**src/rtl/pktfr_pkg.sv**
```systemverilog
`timescale 1ns/1ps
// pktfr_pkg: shared constants and the opcode-to-parameter-count rule.
// Assumes the opcode is the top byte of the first word of a packet.
package pktfr_pkg;
    localparam int WORD_W = 32;
    localparam logic [31:0] TERM_MASK = 32'hF000F000;
    localparam logic [31:0] TERM_CODE = 32'h50005000;

    // Number of words that follow the opcode word, derived from opcode bit fields
    function automatic logic [3:0] param_words(input logic [7:0] op);
        logic [3:0] verts;
        logic [3:0] mult;
        logic [3:0] n;
        verts = op[3] ? 4'd4 : 4'd3;
        mult  = 4'd1 + {3'b000, op[2]} + {3'b000, op[4]};
        n     = 4'd0;
        if (op == 8'h02) begin
            n = 4'd2;
        end else begin
            case (op[7:5])
                3'b001:        n = verts * mult - {3'b000, op[4]};
                3'b010:        n = 4'd2 + {3'b000, op[4]} + {3'b000, op[3]};
                3'b011:        n = 4'd1 + {3'b000, op[2]} + {3'b000, (op[4:3] == 2'b00)};
                3'b100:        n = 4'd3;
                3'b101, 3'b110: n = 4'd2;
                default:       n = 4'd0;
            endcase
        end
        return n;
    endfunction
endpackage

```
**src/rtl/pktfr_env.sv**
```systemverilog
`timescale 1ns/1ps
// pktfr_env: bank of eight environment shadow registers and the status
// bits derived from them. Assumes at most one write per cycle.
module pktfr_env (
    input  logic         clk,
    input  logic         rst_n,
    input  logic         clr,
    input  logic         we,
    input  logic [2:0]   idx,
    input  logic [31:0]  data,
    output logic [255:0] env_flat,
    output logic [12:0]  env_status
);
    localparam int NREG = 8;

    logic [31:0] regs [NREG];

    // Reload or update each register; the reload value carries its own opcode
    for (genvar i = 0; i < NREG; i++) begin : g_reg
        always_ff @(posedge clk) begin
            if (!rst_n || clr)
                regs[i] <= {8'hE0 + 8'(i), 24'h000000};
            else if (we && idx == 3'(i))
                regs[i] <= data;
        end
        assign env_flat[32*i +: 32] = regs[i];
    end

    // Status view: drawing-mode bits of register 1, mask bits of register 6
    assign env_status = {regs[6][1:0], regs[1][10:0]};

    AST_STATUS_CLEARED: assert property (@(posedge clk) disable iff (!rst_n)
        $past(clr) |-> env_status == 13'd0);
    AST_MODE_WRITE_SEEN: assert property (@(posedge clk) disable iff (!rst_n)
        (we && idx == 3'd1 && !clr) |=> env_status[10:0] == $past(data[10:0]));
endmodule

```
**src/rtl/pktfr_xfer.sv**
```systemverilog
`timescale 1ns/1ps
// pktfr_xfer: counts pixel words of an image upload and forwards them.
// Assumes go is only raised while no upload is running.
module pktfr_xfer #(
    parameter int XW = 10,
    parameter int YW = 9
) (
    input  logic        clk,
    input  logic        rst_n,
    input  logic        clr,
    input  logic        go,
    input  logic [31:0] size_word,
    input  logic        word_valid,
    input  logic [31:0] in_word,
    output logic        active,
    output logic        pix_valid,
    output logic [31:0] pix_word
);
    localparam int PW = XW + YW + 2;

    logic [XW-1:0] w_m1;
    logic [YW-1:0] h_m1;
    logic [PW-1:0] pixels;
    logic [PW-1:0] words;
    logic [PW-1:0] rem;

    // Dimensions with a zero field meaning the full range, then words = ceil(pixels/2)
    always_comb begin
        w_m1   = size_word[XW-1:0] - 1'b1;
        h_m1   = size_word[16 +: YW] - 1'b1;
        pixels = PW'({1'b0, w_m1} + 1'b1) * PW'({1'b0, h_m1} + 1'b1);
        words  = (pixels + 1'b1) >> 1;
    end

    assign active = (rem != '0);

    // Load the word budget on a header, then forward and count down
    always_ff @(posedge clk) begin
        if (!rst_n || clr) begin
            rem       <= '0;
            pix_valid <= 1'b0;
            pix_word  <= '0;
        end else begin
            pix_valid <= 1'b0;
            if (go) begin
                rem <= words;
            end else if (word_valid && active) begin
                rem       <= rem - 1'b1;
                pix_valid <= 1'b1;
                pix_word  <= in_word;
            end
        end
    end

    AST_GO_ONLY_IDLE: assert property (@(posedge clk) disable iff (!rst_n)
        go |-> !active);
    AST_PIX_NEEDS_UPLOAD: assert property (@(posedge clk) disable iff (!rst_n)
        pix_valid |-> $past(active));
endmodule

```
**src/rtl/pktfr_asm.sv**
```systemverilog
`timescale 1ns/1ps
// pktfr_asm: collects command words into a packet buffer and decides when
// a packet is complete. Assumes DEPTH >= 12 so every fixed-length packet fits.
module pktfr_asm
    import pktfr_pkg::*;
#(
    parameter int DEPTH = 16,
    localparam int CW = $clog2(DEPTH + 1),
    localparam int IW = $clog2(DEPTH)
) (
    input  logic                  clk,
    input  logic                  rst_n,
    input  logic                  clr,
    input  logic                  in_fire,
    input  logic [31:0]           in_word,
    output logic                  pkt_valid,
    output logic [CW-1:0]         pkt_count,
    output logic [DEPTH*32-1:0]   pkt_words,
    output logic                  env_we,
    output logic                  up_go,
    output logic                  held
);
    logic [31:0]   slots [DEPTH];
    logic [CW-1:0] count;
    logic [CW-1:0] need_q;
    logic [7:0]    op_q;
    logic          poly_q;
    logic          shaded_q;
    logic          first;
    logic          is_env;
    logic          term_hit;
    logic          done;

    // Completion decision for the word being accepted this cycle
    always_comb begin
        first    = (count == '0);
        is_env   = first && (in_word[31:27] == 5'b11100);
        term_hit = (in_word & TERM_MASK) == TERM_CODE;
        if (first)
            done = (param_words(in_word[31:24]) == 4'd0);
        else if (poly_q)
            done = (count == CW'(DEPTH - 1)) ||
                   (term_hit && (shaded_q ? (count >= CW'(4) && !count[0])
                                          : (count >= CW'(3))));
        else
            done = (count + 1'b1 == need_q);
    end

    assign env_we = in_fire && is_env;
    assign up_go  = in_fire && !first && done && (op_q[7:5] == 3'b101);
    assign held   = (count != '0);

    // Framing state: word count, opcode attributes and the emit strobe
    always_ff @(posedge clk) begin
        if (!rst_n || clr) begin
            count     <= '0;
            need_q    <= '0;
            op_q      <= '0;
            poly_q    <= 1'b0;
            shaded_q  <= 1'b0;
            pkt_valid <= 1'b0;
            pkt_count <= '0;
        end else begin
            pkt_valid <= 1'b0;
            if (in_fire && !is_env) begin
                if (done) begin
                    count     <= '0;
                    pkt_valid <= 1'b1;
                    pkt_count <= count + 1'b1;
                end else begin
                    count <= count + 1'b1;
                end
                if (first) begin
                    op_q     <= in_word[31:24];
                    need_q   <= CW'(param_words(in_word[31:24])) + 1'b1;
                    poly_q   <= (in_word[31:29] == 3'b010) && in_word[27];
                    shaded_q <= in_word[28];
                end
            end
        end
    end

    // Packet storage; stays stable during the pkt_valid cycle, no reset needed
    always_ff @(posedge clk) begin
        if (in_fire && !is_env)
            slots[count[IW-1:0]] <= in_word;
    end

    for (genvar k = 0; k < DEPTH; k++) begin : g_out
        assign pkt_words[32*k +: 32] = slots[k];
    end

    AST_HELD_BELOW_DEPTH: assert property (@(posedge clk) disable iff (!rst_n)
        count < CW'(DEPTH));
    AST_PKT_LEN_RANGE: assert property (@(posedge clk) disable iff (!rst_n)
        pkt_valid |-> (pkt_count != '0 && pkt_count <= CW'(DEPTH)));
    AST_ENV_NOT_FRAMED: assert property (@(posedge clk) disable iff (!rst_n)
        pkt_valid |-> slots[0][31:27] != 5'b11100);
endmodule

```
**src/rtl/cmd_packet_framer.sv**
```systemverilog
`timescale 1ns/1ps
// cmd_packet_framer: groups command-port words into packets, absorbs
// environment words and steers image-upload pixel words to their own port.
// Assumes in_word is sampled whenever in_valid is high (no back-pressure).
module cmd_packet_framer #(
    parameter int DEPTH = 16,
    parameter int XW    = 10,
    parameter int YW    = 9,
    localparam int CW   = $clog2(DEPTH + 1)
) (
    input  logic                 clk,
    input  logic                 rst_n,
    input  logic                 ctl_reset,
    input  logic                 in_valid,
    input  logic [31:0]          in_word,
    output logic                 pkt_valid,
    output logic [CW-1:0]        pkt_count,
    output logic [DEPTH*32-1:0]  pkt_words,
    output logic                 pix_valid,
    output logic [31:0]          pix_word,
    output logic [255:0]         env_regs,
    output logic [14:0]          status
);
    logic        up_active;
    logic        in_fire;
    logic        env_we;
    logic        up_go;
    logic        held;
    logic [12:0] env_status;

    // Words go to the framer only while no upload owns the input
    assign in_fire = in_valid && !up_active;

    pktfr_asm #(.DEPTH(DEPTH)) u_asm (
        .clk       (clk),
        .rst_n     (rst_n),
        .clr       (ctl_reset),
        .in_fire   (in_fire),
        .in_word   (in_word),
        .pkt_valid (pkt_valid),
        .pkt_count (pkt_count),
        .pkt_words (pkt_words),
        .env_we    (env_we),
        .up_go     (up_go),
        .held      (held)
    );

    pktfr_env u_env (
        .clk        (clk),
        .rst_n      (rst_n),
        .clr        (ctl_reset),
        .we         (env_we),
        .idx        (in_word[26:24]),
        .data       (in_word),
        .env_flat   (env_regs),
        .env_status (env_status)
    );

    pktfr_xfer #(.XW(XW), .YW(YW)) u_xfer (
        .clk        (clk),
        .rst_n      (rst_n),
        .clr        (ctl_reset),
        .go         (up_go),
        .size_word  (in_word),
        .word_valid (in_valid),
        .in_word    (in_word),
        .active     (up_active),
        .pix_valid  (pix_valid),
        .pix_word   (pix_word)
    );

    assign status = {held, up_active, env_status};

    AST_NO_PKT_DURING_PIX: assert property (@(posedge clk) disable iff (!rst_n)
        pix_valid |-> !pkt_valid);
endmodule

```
**config.mk**
```make
export PLATFORM = sky130hd
export DESIGN_NAME = cmd_packet_framer
export DESIGN_NICKNAME = d
export VERILOG_FILES = /design/src/rtl/pktfr_pkg.sv /design/src/rtl/pktfr_env.sv /design/src/rtl/pktfr_xfer.sv /design/src/rtl/pktfr_asm.sv /design/src/rtl/cmd_packet_framer.sv
export SDC_FILE = /design/constraint.sdc
export NUM_CORES = 1
export LEC_CHECK = 0
export BUFFER_PORTS_ARGS = -buffer_cell sky130_fd_sc_hd__buf_2
export CAP_MARGIN = 10
export CORE_AREA = 2 2 337 339
export CTS_CLUSTER_SIZE = 28
export DETAILED_ROUTE_END_ITERATION = 10
export DIE_AREA = 0 0 339 341
export SKIP_LAST_GASP = 1
export SLEW_MARGIN = 30
export SYNTH_ARGS = -nofsm -noshare
export SYNTH_HDL_FRONTEND = slang
export SYNTH_SLANG_ARGS = --single-unit
export TNS_END_PERCENT = 100
```
**constraint.sdc**
```tcl
create_clock -name clk -period 9.1 [get_ports clk]
set_input_delay 1.365 -clock clk [delete_from_list [all_inputs] [get_ports clk]]
set_output_delay 1.365 -clock clk [all_outputs]
set_load 0.1 [all_outputs]
```
==> results.py <==
metrics = {
    "clocking": {
        "cts_made_buffers": 89,
        "clockBufferDepth": 3,
        "cts_resized": 0,
        "htree_levels": 3,
        "cts_sinks": 843,
        "postCtsSetupBuffers": 0,
        "clk_latency_ns": 0.67,
        "clk_pin_slew_ns": 0.06,
        "cts_tree": "built",
        "ctsHoldBuffers": 0,
        "cts-root-buf": "clkbuf_16",
    },
    "place": {
        "dp.final_hpwl_mm": 86.93,
        "place_congestion": 0.8593,
        "port_buffers": 857,
        "place_area_um2": 39870,
        "dp_worst_setup_slack_ns": 0.3602,
    },
    "setup_path": {
        "cp_top_family": "adder cells",
        "cp_data_required_time_ns": 9.63,
        "path_buf_inv": 5,
        "crit_type": "input port to register",
        "critPathLaunchType": "input port",
        "crit_path_top_delay_cell": "fa_1",
        "critPathMaxFanout": 19,
        "critPathCaptureType": "register",
        "max_stage_delay_ns": 0.55,
        "cpMostUsedCell": "fa_1",
        "critPathArrivalTime_ns": 8.69,
    },
    "global_route": {
        "antenna_found_initial": 19,
        "grt_pass1_vias": 20620,
        "grt_pass1_wl_mm": 167.1,
        "globalRouteOverflowTotal": 0,
        "grt_max_degree": 69,
        "gr-usage-all-layers_pct": 20.59,
    },
    "floorplan": {
        "core_area_um2": 111900,
        "start_util_pct": 29.62,
        "num_rows": 123,
        "dieArea_um2": 115600,
        "io_pins": 858,
        "fp.dieW_um": 339,
        "die_h_um": 341,
    },
    "power_and_ir_drop": {
        "power.density_nw_per_um2": 299.3,
        "ir_worst_vdd_uv": 266.0,
        "swShare_pct": 40.71,
        "leakagePower_nw": 17.24,
        "p_comb_share_pct": 36.2,
        "p_sw_mw": 5.210,
        "seq_power_share_pct": 36.1,
        "intPower_mw": 7.586,
        "power.total_mw": 12.80,
        "clkPwrFrac_pct": 27.7,
    },
    "synthesis": {
        "synth_commonest_cells": "edfxtp_1 (768), and2_1 (182), nand2_1 (159)",
        "yosysSeqAreaShare_pct": 74.12,
        "synthArstFlopShare_pct": 0,
        "yosysTopAreaCell": "edfxtp_1",
        "synth_edf_count": 768,
        "synth_top_area_share_pct": 69.59,
        "yosys-top-cells-area": "edfxtp_1 (70%), dfxtp_1 (4.5%), fa_1 (4.3%)",
        "synth_cell_types": 71,
        "synthesis.area_um2": 33140,
        "synth_ff_type": "edfxtp_1",
        "yosysMostFrequentCell": "edfxtp_1",
        "synth_cells": 2117,
        "ys_warn_count": 0,
        "ys_ff_latch": 843,
        "avgSynthCellArea_um2": 15.65,
    },
    "sta": {
        "setup_tns_ns": 0,
        "fin_crit_sh_pct": 89.67,
        "drv_slew": 0,
        "fmax_mhz": 122.6,
        "maxSlewHeadroom_pct": 34.49,
        "fin_worst_skew_ns": 0.06285,
        "setup_ws_ns": 0.9401,
        "rsz0062_at_grt": "false",
        "hold_viol_final": 0,
        "setup_viol": 0,
        "period_minus_slack_ns": 8.160,
        "hold_slack_ns": 0.4503,
        "worstMarginPinSlew_ns": 0.9794,
    },
    "drt": {
        "drt_wl_total_mm": 122.9,
        "wire_per_inst_um": 26.32,
        "vias_per_cell": 4.611,
        "antenna_left": 0,
        "drtIter0Drc": 1804,
        "drc_errors": 0,
        "num_vias": 21530,
        "first_pass_iters": 5,
    },
    "final_layout": {
        "area_growth_pct": 28.99,
        "drive_gt1_share_pct": 35.76,
        "nets": 3271,
        "fin_area_um2": 42750,
    },
    "flow_run": {
        "timing.max_cap.violations": 0,
    },
    "run_status": {
        "status": "complete, no violations",
    },
    "hold_path": {
        "hold_path_class": "register to register",
    },
}
==> placed cells by master, fill, tap and decap left out, drive strengths merged, types with 28 or more instances in the layout <==
master  count
buf       942
edfxtp    768
and2      183
nand2     159
nor2      124
inv       113
clkbuf    110
a21oi      82
ha         76
dfxtp      75
fa         72
conb       48
nor4       48
clkinv     43
xnor2      40
xor2       33
o21ai      31
nor3       28
==> layer usage <==
metal	vias to the layer above	share of wire, %	global-route usage (%)	wire (µm)
li1	9510	-	-	-
met1	10970	40	26.22	49280
met2	899	49	34.86	60800
met3	151	7.4	4.423	9135
met4	6	3.0	6.750	3650
met5	-	0.032	0	39
==> kinds of logic after synthesis <==
| group | after synthesis | synth area share (%) |
|---|---|---|
| other | 2 | 0.02266 |
| buffers and inverters | 216 | 2.719 |
| flip-flops | 843 | 74.12 |
| XOR/XNOR | 75 | 2.069 |
| multiplexers | 8 | 0.2492 |
| adder cells (fa/ha/maj) | 148 | 7.219 |
| AND/OR/NAND/NOR | 643 | 10.16 |
| AO/OA/AOI/OAI | 182 | 3.432 |
==> tightest hold or removal path, stage by stage, from the launching register on <==
cell and delay, ns:
dfxtp_1 0.30, nand2_1 0.05, a21oi_1 0.05
==> power groups by stage <==
stage,Sequential (mW),Clock [mW],Combinational (mW)
global placement,4.69,0,4.63
CTS,4.61,3.62,4.66
detailed placement,4.69,0,4.63
floorplan,6.01,0,2.21
finish,4.62,3.54,4.64
global route,4.64,3.75,5.01
==> registers in the layout (all words and copies together), names as in the netlist <==
signal,flops
u_asm.slots,512
u_env.regs,256
u_xfer.pix_word,32
u_xfer.rem,21
u_asm.count,5
u_asm.need_q,5
u_asm.pkt_count,5
u_asm.op_q,4
u_asm.pkt_valid,1
u_asm.poly_q,1
u_xfer.pix_valid,1
==> metrics by stage <==
step	utilization, %	std cells
floorplan	-	2163
global placement	35.64	4496
detailed placement	35.64	4496
CTS	38.19	4660
global route	38.19	4663
finish	38.21	4669
==> worst paths after layout <==
| kind | startpoint | to | slack (ns) | cells past startpoint |
|---|---|---|---|---|
| worst max-delay path | in_word[16] | u_xfer.rem[18]$_SDFFE_PP0P_ | 0.94 | 26 |
| worst min-delay path | u_xfer.pix_word[25]$_SDFFE_PP0P_ | u_xfer.pix_word[25]$_SDFFE_PP0P_ | 0.45 | 2 |
| worst max register to register | u_xfer.rem[0]$_SDFFE_PP0P_ | u_asm.slots[1][4]$_DFFE_PP_ | 4.70 | 9 |
| worst min register to register | u_xfer.pix_word[25]$_SDFFE_PP0P_ | u_xfer.pix_word[25]$_SDFFE_PP0P_ | 0.45 | 2 |
==> layout make-up <==
type / count / area, µm²
well taps: 1500 / 1877
inverters: 107 / 401.6
flip-flops and latches: 843 / 24560
fillers: 10630 / 69140
diodes: 9 / 22.52
clock buffers: 110 / 2367
repair buffers: 942 / 4927
clock inverters: 54 / 483.0
multi-input cells: 1104 / 8104
(Power assumes the default switching activity.)
